<file path="src/rtl/spi_pinctl_pkg.sv">
package spi_pinctl_pkg;
  typedef struct packed {
    logic isMaster;
    logic bidir;
    logic ssAuto;
    logic dirOut;
  } ctrlStrobes_t;
endpackage

</file>
<file path="src/rtl/spi_pinctl_ctrl.sv">
module spi_pinctl_ctrl
  import spi_pinctl_pkg::*;
#(
  parameter int SYNC_STAGES = 2
) (
  input  logic         clk,
  input  logic         rstN,
  input  logic         roleWrEn,
  input  logic         roleWrVal,
  input  logic         bidirEn,
  input  logic         ssOutEn,
  input  logic         faultEn,
  input  logic         dirOut,
  input  logic         faultClr,
  input  logic         ssIn,
  output ctrlStrobes_t strobes,
  output logic         roleMaster,
  output logic         faultFlag,
  output logic         modeFault
);
  localparam int SYNC_MSB = SYNC_STAGES - 1;

  logic [SYNC_MSB:0] ssSyncQ;
  logic              ssSampled;
  logic              faultDet;
  logic              masterQ;

  // Select-pin synchronizer; idle level is high.
  generate
    if (SYNC_STAGES == 1) begin : g_sync1
      always_ff @(posedge clk or negedge rstN) begin
        if (!rstN) ssSyncQ <= '1;
        else       ssSyncQ <= ssIn;
      end
    end else begin : g_syncN
      always_ff @(posedge clk or negedge rstN) begin
        if (!rstN) ssSyncQ <= '1;
        else       ssSyncQ <= {ssSyncQ[SYNC_MSB-1:0], ssIn};
      end
    end
  endgenerate

  assign ssSampled = ssSyncQ[SYNC_MSB];

  // Fault is only watched when the select pin is an input of a master.
  assign faultDet = masterQ && faultEn && !ssOutEn && !ssSampled;

  always_ff @(posedge clk or negedge rstN) begin
    if (!rstN) begin
      masterQ   <= 1'b0;
      faultFlag <= 1'b0;
      modeFault <= 1'b0;
    end else begin
      modeFault <= faultDet;
      if (faultDet)      masterQ <= 1'b0;
      else if (roleWrEn) masterQ <= roleWrVal;
      if (faultDet)      faultFlag <= 1'b1;
      else if (faultClr) faultFlag <= 1'b0;
    end
  end

  assign roleMaster       = masterQ;
  assign strobes.isMaster = masterQ;
  assign strobes.bidir    = bidirEn;
  assign strobes.ssAuto   = masterQ && faultEn && ssOutEn;
  assign strobes.dirOut   = dirOut;
endmodule

</file>
<file path="src/rtl/spi_pinctl_dp.sv">
module spi_pinctl_dp
  import spi_pinctl_pkg::*;
(
  input  ctrlStrobes_t strobes,
  input  logic         xferActive,
  input  logic         txBit,
  input  logic         sckGen,
  input  logic         mosiIn,
  input  logic         misoIn,
  input  logic         ssIn,
  output logic         mosiOut,
  output logic         mosiOe,
  output logic         misoOut,
  output logic         misoOe,
  output logic         sckOut,
  output logic         sckOe,
  output logic         ssOut,
  output logic         ssOe,
  output logic         rxBit
);
  logic selected;
  assign selected = !ssIn;

  always_comb begin
    mosiOut = txBit;
    misoOut = txBit;
    sckOut  = sckGen;
    mosiOe  = 1'b0;
    misoOe  = 1'b0;
    sckOe   = strobes.isMaster;
    ssOe    = strobes.ssAuto;
    ssOut   = !xferActive;
    rxBit   = 1'b0;
    unique case ({strobes.isMaster, strobes.bidir})
      2'b10: begin mosiOe = 1'b1;                       rxBit = misoIn; end
      2'b11: begin mosiOe = strobes.dirOut;             rxBit = mosiIn; end
      2'b00: begin misoOe = selected;                   rxBit = mosiIn; end
      2'b01: begin misoOe = strobes.dirOut && selected; rxBit = misoIn; end
      default: ;
    endcase
  end
endmodule

</file>
<file path="src/rtl/spi_pinctl.sv">
module spi_pinctl
  import spi_pinctl_pkg::*;
#(
  parameter int SYNC_STAGES = 2
) (
  input  logic clk,
  input  logic rstN,
  input  logic roleWrEn,
  input  logic roleWrVal,
  input  logic bidirEn,
  input  logic ssOutEn,
  input  logic faultEn,
  input  logic dirOut,
  input  logic faultClr,
  input  logic xferActive,
  input  logic txBit,
  input  logic sckGen,
  input  logic mosiIn,
  input  logic misoIn,
  input  logic ssIn,
  output logic mosiOut,
  output logic mosiOe,
  output logic misoOut,
  output logic misoOe,
  output logic sckOut,
  output logic sckOe,
  output logic ssOut,
  output logic ssOe,
  output logic rxBit,
  output logic roleMaster,
  output logic faultFlag,
  output logic modeFault
);
  ctrlStrobes_t strobes;

  spi_pinctl_ctrl #(.SYNC_STAGES(SYNC_STAGES)) ctrl_i (
    .clk(clk), .rstN(rstN), .roleWrEn(roleWrEn), .roleWrVal(roleWrVal),
    .bidirEn(bidirEn), .ssOutEn(ssOutEn), .faultEn(faultEn), .dirOut(dirOut),
    .faultClr(faultClr), .ssIn(ssIn), .strobes(strobes),
    .roleMaster(roleMaster), .faultFlag(faultFlag), .modeFault(modeFault)
  );

  spi_pinctl_dp dp_i (
    .strobes(strobes), .xferActive(xferActive), .txBit(txBit), .sckGen(sckGen),
    .mosiIn(mosiIn), .misoIn(misoIn), .ssIn(ssIn),
    .mosiOut(mosiOut), .mosiOe(mosiOe), .misoOut(misoOut), .misoOe(misoOe),
    .sckOut(sckOut), .sckOe(sckOe), .ssOut(ssOut), .ssOe(ssOe), .rxBit(rxBit)
  );
endmodule

</file>
<file path="config.mk">
export PLATFORM = sky130hd
export DESIGN_NAME = spi_pinctl
export DESIGN_NICKNAME = d
export VERILOG_FILES = /design/src/rtl/spi_pinctl_pkg.sv /design/src/rtl/spi_pinctl_ctrl.sv /design/src/rtl/spi_pinctl_dp.sv /design/src/rtl/spi_pinctl.sv
export SDC_FILE = /design/constraint.sdc
export NUM_CORES = 1
export LEC_CHECK = 0
export BUFFER_PORTS_ARGS = -buffer_cell sky130_fd_sc_hd__buf_2
export CORE_AREA = 3 3 40 42
export DETAILED_ROUTE_END_ITERATION = 10
export DIE_AREA = 0 0 43 45
export GPL_ROUTABILITY_DRIVEN = 0
export PLACE_DENSITY_LB_ADDON = 0.25
export SLEW_MARGIN = 10
export SYNTH_ARGS = -nofsm -noshare
export SYNTH_HDL_FRONTEND = slang
export SYNTH_SLANG_ARGS = --single-unit
</file>
<file path="constraint.sdc">
create_clock -name clk -period 1.6 [get_ports clk]
set_input_delay 0.08 -clock clk [delete_from_list [all_inputs] [get_ports clk]]
set_output_delay 0.08 -clock clk [all_outputs]
set_load 0.1 [all_outputs]
</file>
## Word level (Yosys, flattened, before mapping)

Cells that the tools add are included.

| word-level totals | value |
|---|---|
| bits in registers | 5 |
| input port bits | 15 |
| output and inout bits | 12 |

| operators by class | value |
|---|---|
| equality and inequality tests | 3 |
| mux-type cells | 7 |
| reduce and logical (&&, ||, !) cells | 14 |

Operator list:

| kind | number |
|---|---|
| $pmux 1 s2 | 3 |
| $logic_and 1x1->1 | 5 |
| $eq 2x2->1 const B | 2 |
| $logic_not 1->1 | 4 |
| $mux 1 | 4 |
| $reduce_bool 2->1 | 2 |
| $reduce_or 2->1 | 2 |
| $eq 2x1->1 const B | 1 |
| $logic_not 2->1 | 1 |

## Depth between registers and ports, before layout

Gate-level depths: netlist of the first run.

| depth | value |
|---|---|
| depth in word-level cells | 4 |
| depth in mapped cells | 4 |

## Hierarchy

Synthesis of the first run repeated with hierarchy kept, for this count alone.

| unflattened totals | value |
|---|---|
| cells, all modules | 30 |
| area total of the unflattened synthesis | 325.3 µm² |

By module, submodules not included:

| module | times used | cells each | area an instance (µm²) | seq. area each (µm²) |
|---|---|---|---|---|
| spi_pinctl_ctrl | 1 | 14 | 195.2 | 127.6 |
| spi_pinctl_dp | 1 | 16 | 130.1 | 0.0 |

## Worst setup path after synthesis of the first run

Ideal clock, no wire load.

| timing path | value |
|---|---|
| kind | flip-flop to output port |
| start | reg ctrl_i.masterQ, in the netlist ctrl_i.roleMaster |
| end | out misoOe |
| data arrival time | 2.436 ns |
| data required time | 1.520 ns |
| path slack | -0.916 ns |
| stages on the path, launching flop included | 5 |
| cell sequence | dfrtp_1 -> inv_1 -> ha_1 -> a21oi_1 -> nor2_1 |

| on the way | value |
|---|---|
| cells in the longest elaborated chain, start to end | 2 |

RTL lines:

| element | RTL line | source |
|---|---|---|
| from (decl) | spi_pinctl_ctrl.sv:26 | `logic masterQ;` |
| from (signal assigned) | spi_pinctl_ctrl.sv:56 | `else if (roleWrEn) masterQ <= roleWrVal;` |
| $eq 2x1->1 / $logic_not 2->1 (equally long branches) | spi_pinctl_dp.sv:34 | `unique case ({strobes.isMaster, strobes.bidir})` |
| $pmux 1 s2 * | spi_pinctl_dp.sv:34 |  |
| to (decl) | spi_pinctl.sv:24 | `output logic misoOe,` |

Every way passes the cells marked *; elsewhere a longest branch is shown, timed or not.

## Final worst setup path of the first run

| timing path | value |
|---|---|
| start | reg ctrl_i.masterQ, in the netlist ctrl_i.roleMaster |
| end | out mosiOe |

| on the way | value |
|---|---|
| cells in the longest elaborated chain, start to end | 2 |

RTL lines:

| element | RTL line | source |
|---|---|---|
| $eq 2x2->1 | spi_pinctl_dp.sv:34 |  |
| $pmux 1 s2 * | spi_pinctl_dp.sv:34 |  |
| to (decl) | spi_pinctl.sv:22 | `output logic mosiOe,` |

Marks and branches as above.

==> flow_summary.yaml, run 1 <==
status:
  status: "finished, final reports clean"
synthesis:
  synthArstFlopShare_pct: 100
  synthTopCellsByCount: "4 x buf_4, 4 x ha_1, 4 x inv_1"
  synthTopCellsByArea: "dfrtp_1 25%, dfstp_2 18%, ha_1 17%"
  synth_area_sq_um: 295
  synth_ff_type: "dfrtp_1"
  synth_enable_flop_cells: 0
  synth_seq_area_share_pct: 43.2
  ys_ff_latch: 5
  synth_top_area_share_pct: 25.4
  synthCells: 26
  syn_area_per_cell_sq_um: 11.4
  synth_area_leader_cell: "dfrtp_1"
  yosysUniqueCellTypes: 12
  yosysWarnings: 0
  synthesis.nets: 45
cts:
  cts_made_buffers: 3
  clock_latency_ns: 0.24
  clock_sinks: 5
  cts_root_buf: "clkbuf_4"
  cts.path.max_buffers: 2
  path_clk_slew_ns: 0.04
  cts_htree_levels: 1
  cts_tree: "done"
global_route:
  grt_pass1_wl_um: 1010
  antenna_found_initial: 0
  overflow: 0
  grt_usage_pct: 7.11
  grt_max_degree: 8
  grt_pass1_vias: 284
power_and_ir_drop:
  p_int_mw: 0.305
  ir_worst_vdd_mv: 0.280
  p_clk_share_pct: 26.5
  power_frac_seq_pct: 26.2
  cellPowerDensity_nw_per_um2: 1080
  netSwitchingPower_mw: 0.238
  power_switching_share_pct: 43.8
  p_leak_nw: 0.285
  comb_power_share_pct: 47.4
routing:
  wl_met3_um: 57
  top_layer: "met4"
  drc: 0
  dr.first_iter.drc_count: 2
  num_vias: 247
  ant_nets: 0
  wl_met2_um: 305
  viasPerCell: 3.80
  drtPass1Iterations: 4
  wirelength_um: 572
  wl_met1_um: 205
  wl_per_cell_um: 8.80
timing:
  setup_ws_ns: 0.0505
  hold_viol: 0
  relSlewSlack_pct: 67.9
  slew_viol_final: 0
  fmaxAchievable_ghz: 0.645
  setup_violations: 0
  skew_ns: 0.000961
  tightestPinTransition_ns: 0.485
  tns_ns: 0
  rsz0062_at_grt: "false"
  period_share_pct: 96.8
  period_minus_slack_ns: 1.55
layout:
  final_cells: 65
  drive_gt1_share_pct: 68.0
  nets: 70
  diodes: 0
  area_growth_syn_to_layout_pct: 70.3
job:
  drv_cap: 0
placed_design:
  preCtsSetupSlack_ns: 0.215
  placed_cells: 58
  port_buffers: 21
  dp.final_hpwl_um: 472
floorplan:
  fp.dieH_um: 45
  coreArea_sq_um: 1280
  die_x_um: 43
  io_pins: 27
  start_util_pct: 23.0
  row_count: 13
  die-area_sq_um: 1940
setup_path:
  crit_type: "reg2out"
  path_cells: "buf_4 > ha_1 > a21o_1 > clkbuf_4"
  slowest_stage: "dfrtp_4"
  end_kind: "output port"
  arrival_ns: 1.47
  critPathLaunchType: "flip-flop"
  cp_max_fo: 7
  crit_required_ns: 1.52
  slowest_delay_ns: 0.47
hold_path:
  hold_path.class: "in2reg"
## per-layer routing
layer	up-vias	global-route usage, %
met4	0	7.83
met1	110	6.85
li1	126	-
met2	9	12.3
met5	-	0
met3	2	1.20
## state kept, by name, indices dropped and copies added, names as in the netlist
signal	flops
ctrl_i.faultFlag	1
ctrl_i.ssSyncQ	2
ctrl_i.roleMaster	1
ctrl_i.modeFault	1
## what timing repair did
item / 4_1_cts / 5_1_grt
gates resized for setup: 0 / 3
setup endpoints to repair: 1 / 2
pin swaps: 0 / 0
endpoints found under the hold margin: 6 / 0
buffers inserted: 1 / 0
hold buffers: 2 / 0
## metrics by stage
step           total power, mW  utilization (%)  hold WS [ns]  area (sq um)
3_5_place_dp             0.389             33.8        -0.102           434
3_3_place_gp             0.388             33.8        -0.102           434
5_1_grt                  0.569             39.1         0.116           503
2_1_floorplan            0.366                -        -0.216           310
4_1_cts                  0.545             38.0         0.101           488
6_report                 0.543             39.1        0.0975           503
## power by group through the flow
| stage | clock (mW) | combinational (mW) | sequential (mW) |
|---|---|---|---|
| after floorplan | 0 | 0.178 | 0.188 |
| final | 0.144 | 0.257 | 0.142 |
| after global placement | 0 | 0.241 | 0.147 |
| after CTS | 0.150 | 0.253 | 0.142 |
| after global routing | 0.157 | 0.269 | 0.143 |
| after detailed placement | 0 | 0.241 | 0.148 |
## critical path: cells and delay by family (launching register included)
family                     cells  cell delay [ns]
AOI/OAI and AO/OA              1             0.17
buffers and inverters          2             0.43
adders and majority gates      1             0.17
DFF                            1             0.47
## final timing paths
check	end	start	cells after the start	slack, ns
max	mosiOe	ctrl_i.roleMaster$_DFFE_PN0P_	4	0.05
min reg2reg	ctrl_i.ssSyncQ[1]$_DFF_PN1_	ctrl_i.ssSyncQ[0]$_DFF_PN1_	0	0.35
max in group asynchronous	ctrl_i.ssSyncQ[0]$_DFF_PN1_	rstN	2	1.21
min in group asynchronous	ctrl_i.faultFlag$_DFFE_PN0P_	rstN	2	0.18
min	ctrl_i.roleMaster$_DFFE_PN0P_	roleWrVal	3	0.1
max reg2reg	ctrl_i.faultFlag$_DFFE_PN0P_	ctrl_i.roleMaster$_DFFE_PN0P_	3	0.51
## layout make-up
cell class | count | area (sq um)
clock buffer | 4 | 26.3
fill | 129 | 782
inverter | 4 | 15.0
multi-input combinational | 13 | 146
sequential | 5 | 131
tap | 15 | 18.8
timing repair buffer | 24 | 165
## cell families after synthesis
family | synth area share [%]
buf+inv | 15.3
mux | 7.20
simple gates | 10.6
compound gates | 6.78
flops | 43.2
fa+ha+maj | 16.9
## layout by cell type, fill, tap and decap left out, drive strengths merged
| cell type | n |
|---|---|
| ha | 4 |
| dfrtp | 3 |
| buf | 21 |
| inv | 4 |
| a21oi | 1 |
| mux2 | 1 |
| and3 | 1 |
| and4bb | 1 |
| a21o | 2 |
| dlygate4sd3 | 2 |
| dfstp | 2 |
| clkbuf | 5 |
| nor2 | 2 |
| mux2i | 1 |
No activity file was read; power rests on OpenSTA's default activity.
==> run 2, diff against run 1 <==
==> constraint.sdc (replaced) <==
create_clock -name clk -period 2 [get_ports clk]
set_input_delay 0.1 -clock clk [delete_from_list [all_inputs] [get_ports clk]]
set_output_delay 0.1 -clock clk [all_outputs]
set_load 0.1 [all_outputs]
==> run 2 against run 1 <==
Sequential cell count did not move. Total power fell by 26%. Die area did not move. Non-clock buffer count fell by 1. Clock skew rose by 0.00089 ns. Worst hold slack improved by 0.028 ns. Count of clock-buffer cells in the layout did not move. Largest power group unchanged. Clock power fell by 20%. Utilization fell by 5.0 points. Wire length rose by 4.2%. Critical endpoint is now rxBit. Sequential share of layout area rose by 3.2 points.
==> flow_summary.yaml, run 2 (same netlist as run 1, synthesis figures left out) <==
placed_design:
  dp.final_hpwl_um: 456
  port_buffers: 21
  placed_cells: 58
power_and_ir_drop:
  p_clk_share_pct: 28.5
  cellPowerDensity_nw_per_um2: 921
  power_frac_seq_pct: 28.6
  netSwitchingPower_mw: 0.184
  power_switching_share_pct: 45.6
  comb_power_share_pct: 42.8
  p_int_mw: 0.220
  p_leak_nw: 0.267
  ir_worst_vdd_mv: 0.362
layout:
  nets: 69
  final_cells: 64
  top_register: "ctrl_i.ssSyncQ"
  diodes: 0
  final_common_cell: "buf_2"
  drive_gt1_share_pct: 63.3
  largest_reg_flops: 2
  layout_common_cells: "21 x buf_2, 4 x inv_1, 4 x ha_1, 3 x clkbuf_4"
  area_growth_syn_to_layout_pct: 48.7
  fillers: 139
setup_path:
  crit_required_ns: 1.90
  arrival_ns: 1.63
  critPathLaunchType: "flip-flop"
  crit_type: "reg2out"
  cp_max_fo: 8
  end_kind: "output port"
  ff2ff_path_depth: 2
global_route:
  grt_pass1_wl_um: 945
  grt_usage_pct: 6.78
  antenna_found_initial: 0
  grt_pass1_vias: 251
  overflow: 0
  grt_max_degree: 9
cts:
  ctsHoldBuffers: 2
  cts_htree_levels: 1
  clock_latency_ns: 0.24
  cts.path.max_buffers: 2
  clock_sinks: 5
  post_cts_buffers: 0
  cts_made_buffers: 3
  path_clk_slew_ns: 0.04
  cts_root_buf: "clkbuf_4"
  cts_tree: "done"
  cts.repair.resized: 0
floorplan:
  die_x_um: 43
  die-area_sq_um: 1940
  row_count: 13
  fp.dieH_um: 45
  start_util_pct: 23.0
  io_pins: 27
  coreArea_sq_um: 1280
timing:
  slew_viol_final: 0
  period_share_pct: 86.3
  skew_ns: 0.00186
  setup_violations: 0
  relSlewSlack_pct: 67.5
  tightestPinTransition_ns: 0.490
  fmaxAchievable_ghz: 0.579
  hold_viol: 0
  tns_ns: 0
  rsz0062_at_grt: "false"
  period_minus_slack_ns: 1.73
routing:
  num_vias: 243
  wirelength_um: 596
  wl_per_cell_um: 9.31
  ant_nets: 0
  drtPass1Iterations: 3
  dr.first_iter.drc_count: 5
  viasPerCell: 3.80
  drc: 0
hold_path:
  min_path_cells: 3
  hold_path.class: "in2reg"
status:
  status: "finished, final reports clean"
job:
  drv_cap: 0
[run 2: changes by cell type in the layout (fill, tap and decap cells not counted), sizes merged]
cell    before  now
clkbuf       5    4
[run 2: worst max-delay path: stages, from the launching register on]
cell and delay (ns):
dfrtp_2 0.42, inv_1 0.07, ha_1 0.27, mux2_2 0.22, buf_2 0.41
[run 2: cell type report]
| type | instances | area [sq um] | area share, % |
|---|---|---|---|
| multi-input cells | 13 | 125 | 28.5 |
| flip-flops and latches | 5 | 129 | 29.3 |
| repair buffers | 23 | 125 | 28.5 |
| well taps | 15 | 18.8 | 4.27 |
| inverters | 4 | 15.0 | 3.42 |
| clock buffers | 4 | 26.3 | 5.98 |
[run 2: metrics by stage]
stage | setup slack [ns] | util [%] | power, mW | area [sq um] | hold WS (ns)
2_1_floorplan | 0.145 | - | 0.287 | 299 | -0.196
3_3_place_gp | 0.525 | 30.6 | 0.288 | 393 | -0.0825
3_5_place_dp | 0.518 | 30.6 | 0.288 | 393 | -0.0813
4_1_cts | 0.250 | 34.2 | 0.413 | 439 | 0.121
5_1_grt | 0.180 | 34.2 | 0.430 | 439 | 0.127
6_report | 0.274 | 34.2 | 0.404 | 439 | 0.125
[run 2: final timing paths]
kind                                          startpoint  slack (ns)                       endpoint
hold reg to reg              ctrl_i.ssSyncQ[0]$_DFF_PN1_        0.35    ctrl_i.ssSyncQ[1]$_DFF_PN1_
min in group asynchronous                           rstN        0.20     ctrl_i.modeFault$_DFF_PN0_
setup / recovery           ctrl_i.roleMaster$_DFFE_PN0P_        0.27                          rxBit
hold / removal                                 roleWrVal        0.13  ctrl_i.roleMaster$_DFFE_PN0P_
setup reg to reg             ctrl_i.ssSyncQ[1]$_DFF_PN1_        1.02   ctrl_i.faultFlag$_DFFE_PN0P_
max in group asynchronous                           rstN        1.59    ctrl_i.ssSyncQ[0]$_DFF_PN1_
[run 2: power by group through the flow]
stage / logic, mW / clock network (mW) / registers [mW]
floorplan: 0.138 / 0 / 0.149
global placement: 0.171 / 0 / 0.117
detailed placement: 0.171 / 0 / 0.117
CTS: 0.175 / 0.122 / 0.116
global route: 0.181 / 0.132 / 0.117
finish: 0.173 / 0.115 / 0.116
[run 2: routing by layer]
metal / global-route usage (%) / wire length [um] / share of wire, %
met1: 7.11 / 224 / 38
met3: 0.797 / 67 / 11
met5: 0 / 0 / 0
met2: 11.1 / 304 / 51
met4: 7.83 / 0 / 0
==> run 3, diff against run 2 <==
--- a/config.mk
+++ b/config.mk
@@ -7,10 +7,11 @@
 export LEC_CHECK = 0
 export BUFFER_PORTS_ARGS = -buffer_cell sky130_fd_sc_hd__buf_2
 export CORE_AREA = 3 3 40 42
+export CTS_BUF_LIST = sky130_fd_sc_hd__clkbuf_4 sky130_fd_sc_hd__clkbuf_8
 export DETAILED_ROUTE_END_ITERATION = 10
 export DIE_AREA = 0 0 43 45
 export GPL_ROUTABILITY_DRIVEN = 0
-export PLACE_DENSITY_LB_ADDON = 0.25
+export PLACE_DENSITY_LB_ADDON = 0.05
 export SLEW_MARGIN = 10
 export SYNTH_ARGS = -nofsm -noshare
 export SYNTH_HDL_FRONTEND = slang
==> run 3 against run 2 <==
First-iteration DRC count fell by 100%. Clock skew fell by 0.00067 ns. Global-route usage rose by 0.73 points. Largest cell class unchanged. Largest power group unchanged.
==> flow_summary.yaml, run 3 (same netlist as run 1, synthesis figures left out) <==
status:
  status: "finished, final reports clean"
cts:
  cts_root_buf: "clkbuf_4"
  cts.path.max_buffers: 2
  cts_made_buffers: 3
  post_cts_buffers: 0
  cts.repair.resized: 0
  clock_sinks: 5
  clock_latency_ns: 0.23
  path_clk_slew_ns: 0.04
  ctsHoldBuffers: 2
  cts_tree: "done"
  cts_htree_levels: 1
layout:
  top_register: "ctrl_i.ssSyncQ"
  regArea_sq_um: 129
  diodes: 0
  fillers: 144
  final_common_cell: "buf_2"
  largest_reg_flops: 2
  drive_gt1_share_pct: 65.3
  area_growth_syn_to_layout_pct: 50.0
  multi_input_area_sq_um: 125
  layout_common_cells: "21 x buf_2, 4 x inv_1, 4 x ha_1, 4 x clkbuf_4"
  nets: 69
routing:
  viasPerCell: 3.92
  wl_per_cell_um: 8.91
  num_vias: 251
  ant_nets: 0
  drc: 0
  wirelength_um: 570
  drtPass1Iterations: 1
  dr.first_iter.drc_count: 0
global_route:
  antenna_found_initial: 0
  grt_usage_pct: 7.52
  grt_max_degree: 9
  overflow: 0
  grt_pass1_vias: 268
  grt_pass1_wl_um: 1060
job:
  drv_cap: 0
setup_path:
  crit_family: "buffers and inverters"
  worst-r2r-setup-slack_ns: 1.02
  path_cells: "inv_1 > ha_1 > mux2_2 > buf_2"
  crit_required_ns: 1.90
  critPathBufInv: 2
  arrival_ns: 1.63
  cp_max_fo: 8
  critPathLaunchType: "flip-flop"
  ff2ff_path_depth: 2
  reg2reg_from: "ctrl_i.ssSyncQ[1]$_DFF_PN1_"
  reg2reg_to: "ctrl_i.faultFlag$_DFFE_PN0P_"
  crit_type: "reg2out"
  end_kind: "output port"
  slowest_delay_ns: 0.42
  slowest_stage: "dfrtp_2"
timing:
  tns_ns: 0
  period_share_pct: 86.7
  rsz0062_at_grt: "false"
  hold_ws_ns: 0.112
  relSlewSlack_pct: 67.7
  hold_viol: 0
  slew_viol_final: 0
  period_minus_slack_ns: 1.73
  setup_violations: 0
  tightestPinTransition_ns: 0.488
  skew_ns: 0.00119
  fmaxAchievable_ghz: 0.577
floorplan:
  io_pins: 27
  coreArea_sq_um: 1280
  die_x_um: 43
  start_util_pct: 23.0
  fp.dieH_um: 45
  row_count: 13
  die-area_sq_um: 1940
power_and_ir_drop:
  ir_worst_vdd_mv: 0.286
  p_leak_nw: 0.271
  p_total_mw: 0.415
  cellPowerDensity_nw_per_um2: 936
hold_path:
  min_path_cells: 3
  hold-path-endpoint: "ctrl_i.roleMaster$_DFFE_PN0P_"
  hold_path.class: "in2reg"
  min_from: "roleWrVal"
placed_design:
  port_buffers: 21
  dp.final_hpwl_um: 489
[run 3: cell counts in the layout (fill, tap and decap cells not counted)]
Identical to the previous run, type by type.
[run 3: layer usage]
metal  routed length, um  part of all wire (%)  up-vias  global-route usage, %
met4                   8                   1.4        0                   8.43
li1                    -                     -      127                      -
met3                  74                    13        4                   2.39
met2                 283                    50       17                   11.1
met5                   0                     0        -                      0
met1                 204                    36      103                   8.03
[run 3: where the power goes]
group	switching, mW	total (mW)	internal (mW)
clock	0.0373	0.126	0.0887
sequential	0.00576	0.116	0.110
combinational	0.138	0.173	0.0348
[run 3: worst max path at each step]
stage,cells past startpoint,slack (ns),from,to
after detailed placement,4,0.50,ctrl_i.roleMaster$_DFFE_PN0P_,rxBit
after global routing,4,0.18,ctrl_i.roleMaster$_DFFE_PN0P_,rxBit
after CTS,4,0.24,ctrl_i.roleMaster$_DFFE_PN0P_,rxBit
after global placement,4,0.54,ctrl_i.roleMaster$_DFFE_PN0P_,rxBit
after floorplan,4,0.14,ctrl_i.roleMaster$_DFFE_PN0P_,misoOe
final,4,0.27,ctrl_i.roleMaster$_DFFE_PN0P_,rxBit
[run 3: area by class of cell]
type                       instances  area share, %
tap                               15           4.24
inverter                           4           3.39
multi-input combinational         13           28.2
timing repair buffer              23           28.2
clock buffer                       4           6.78
sequential                         5           29.1
[run 3: metrics by stage]
| stage | util (%) | setup slack, ns | area, sq um | std cells |
|---|---|---|---|---|
| finish | 34.5 | 0.266 | 443 | 64 |
| CTS | 34.5 | 0.237 | 443 | 64 |
| floorplan | - | 0.145 | 299 | 26 |
| global placement | 30.6 | 0.536 | 393 | 58 |
| global route | 34.5 | 0.181 | 443 | 64 |
| detailed placement | 30.6 | 0.497 | 393 | 58 |
[run 3: tightest hold or removal path: stages]
cell     delay [ns]
buf_2          0.07
mux2i_1        0.06
nor2_1         0.08
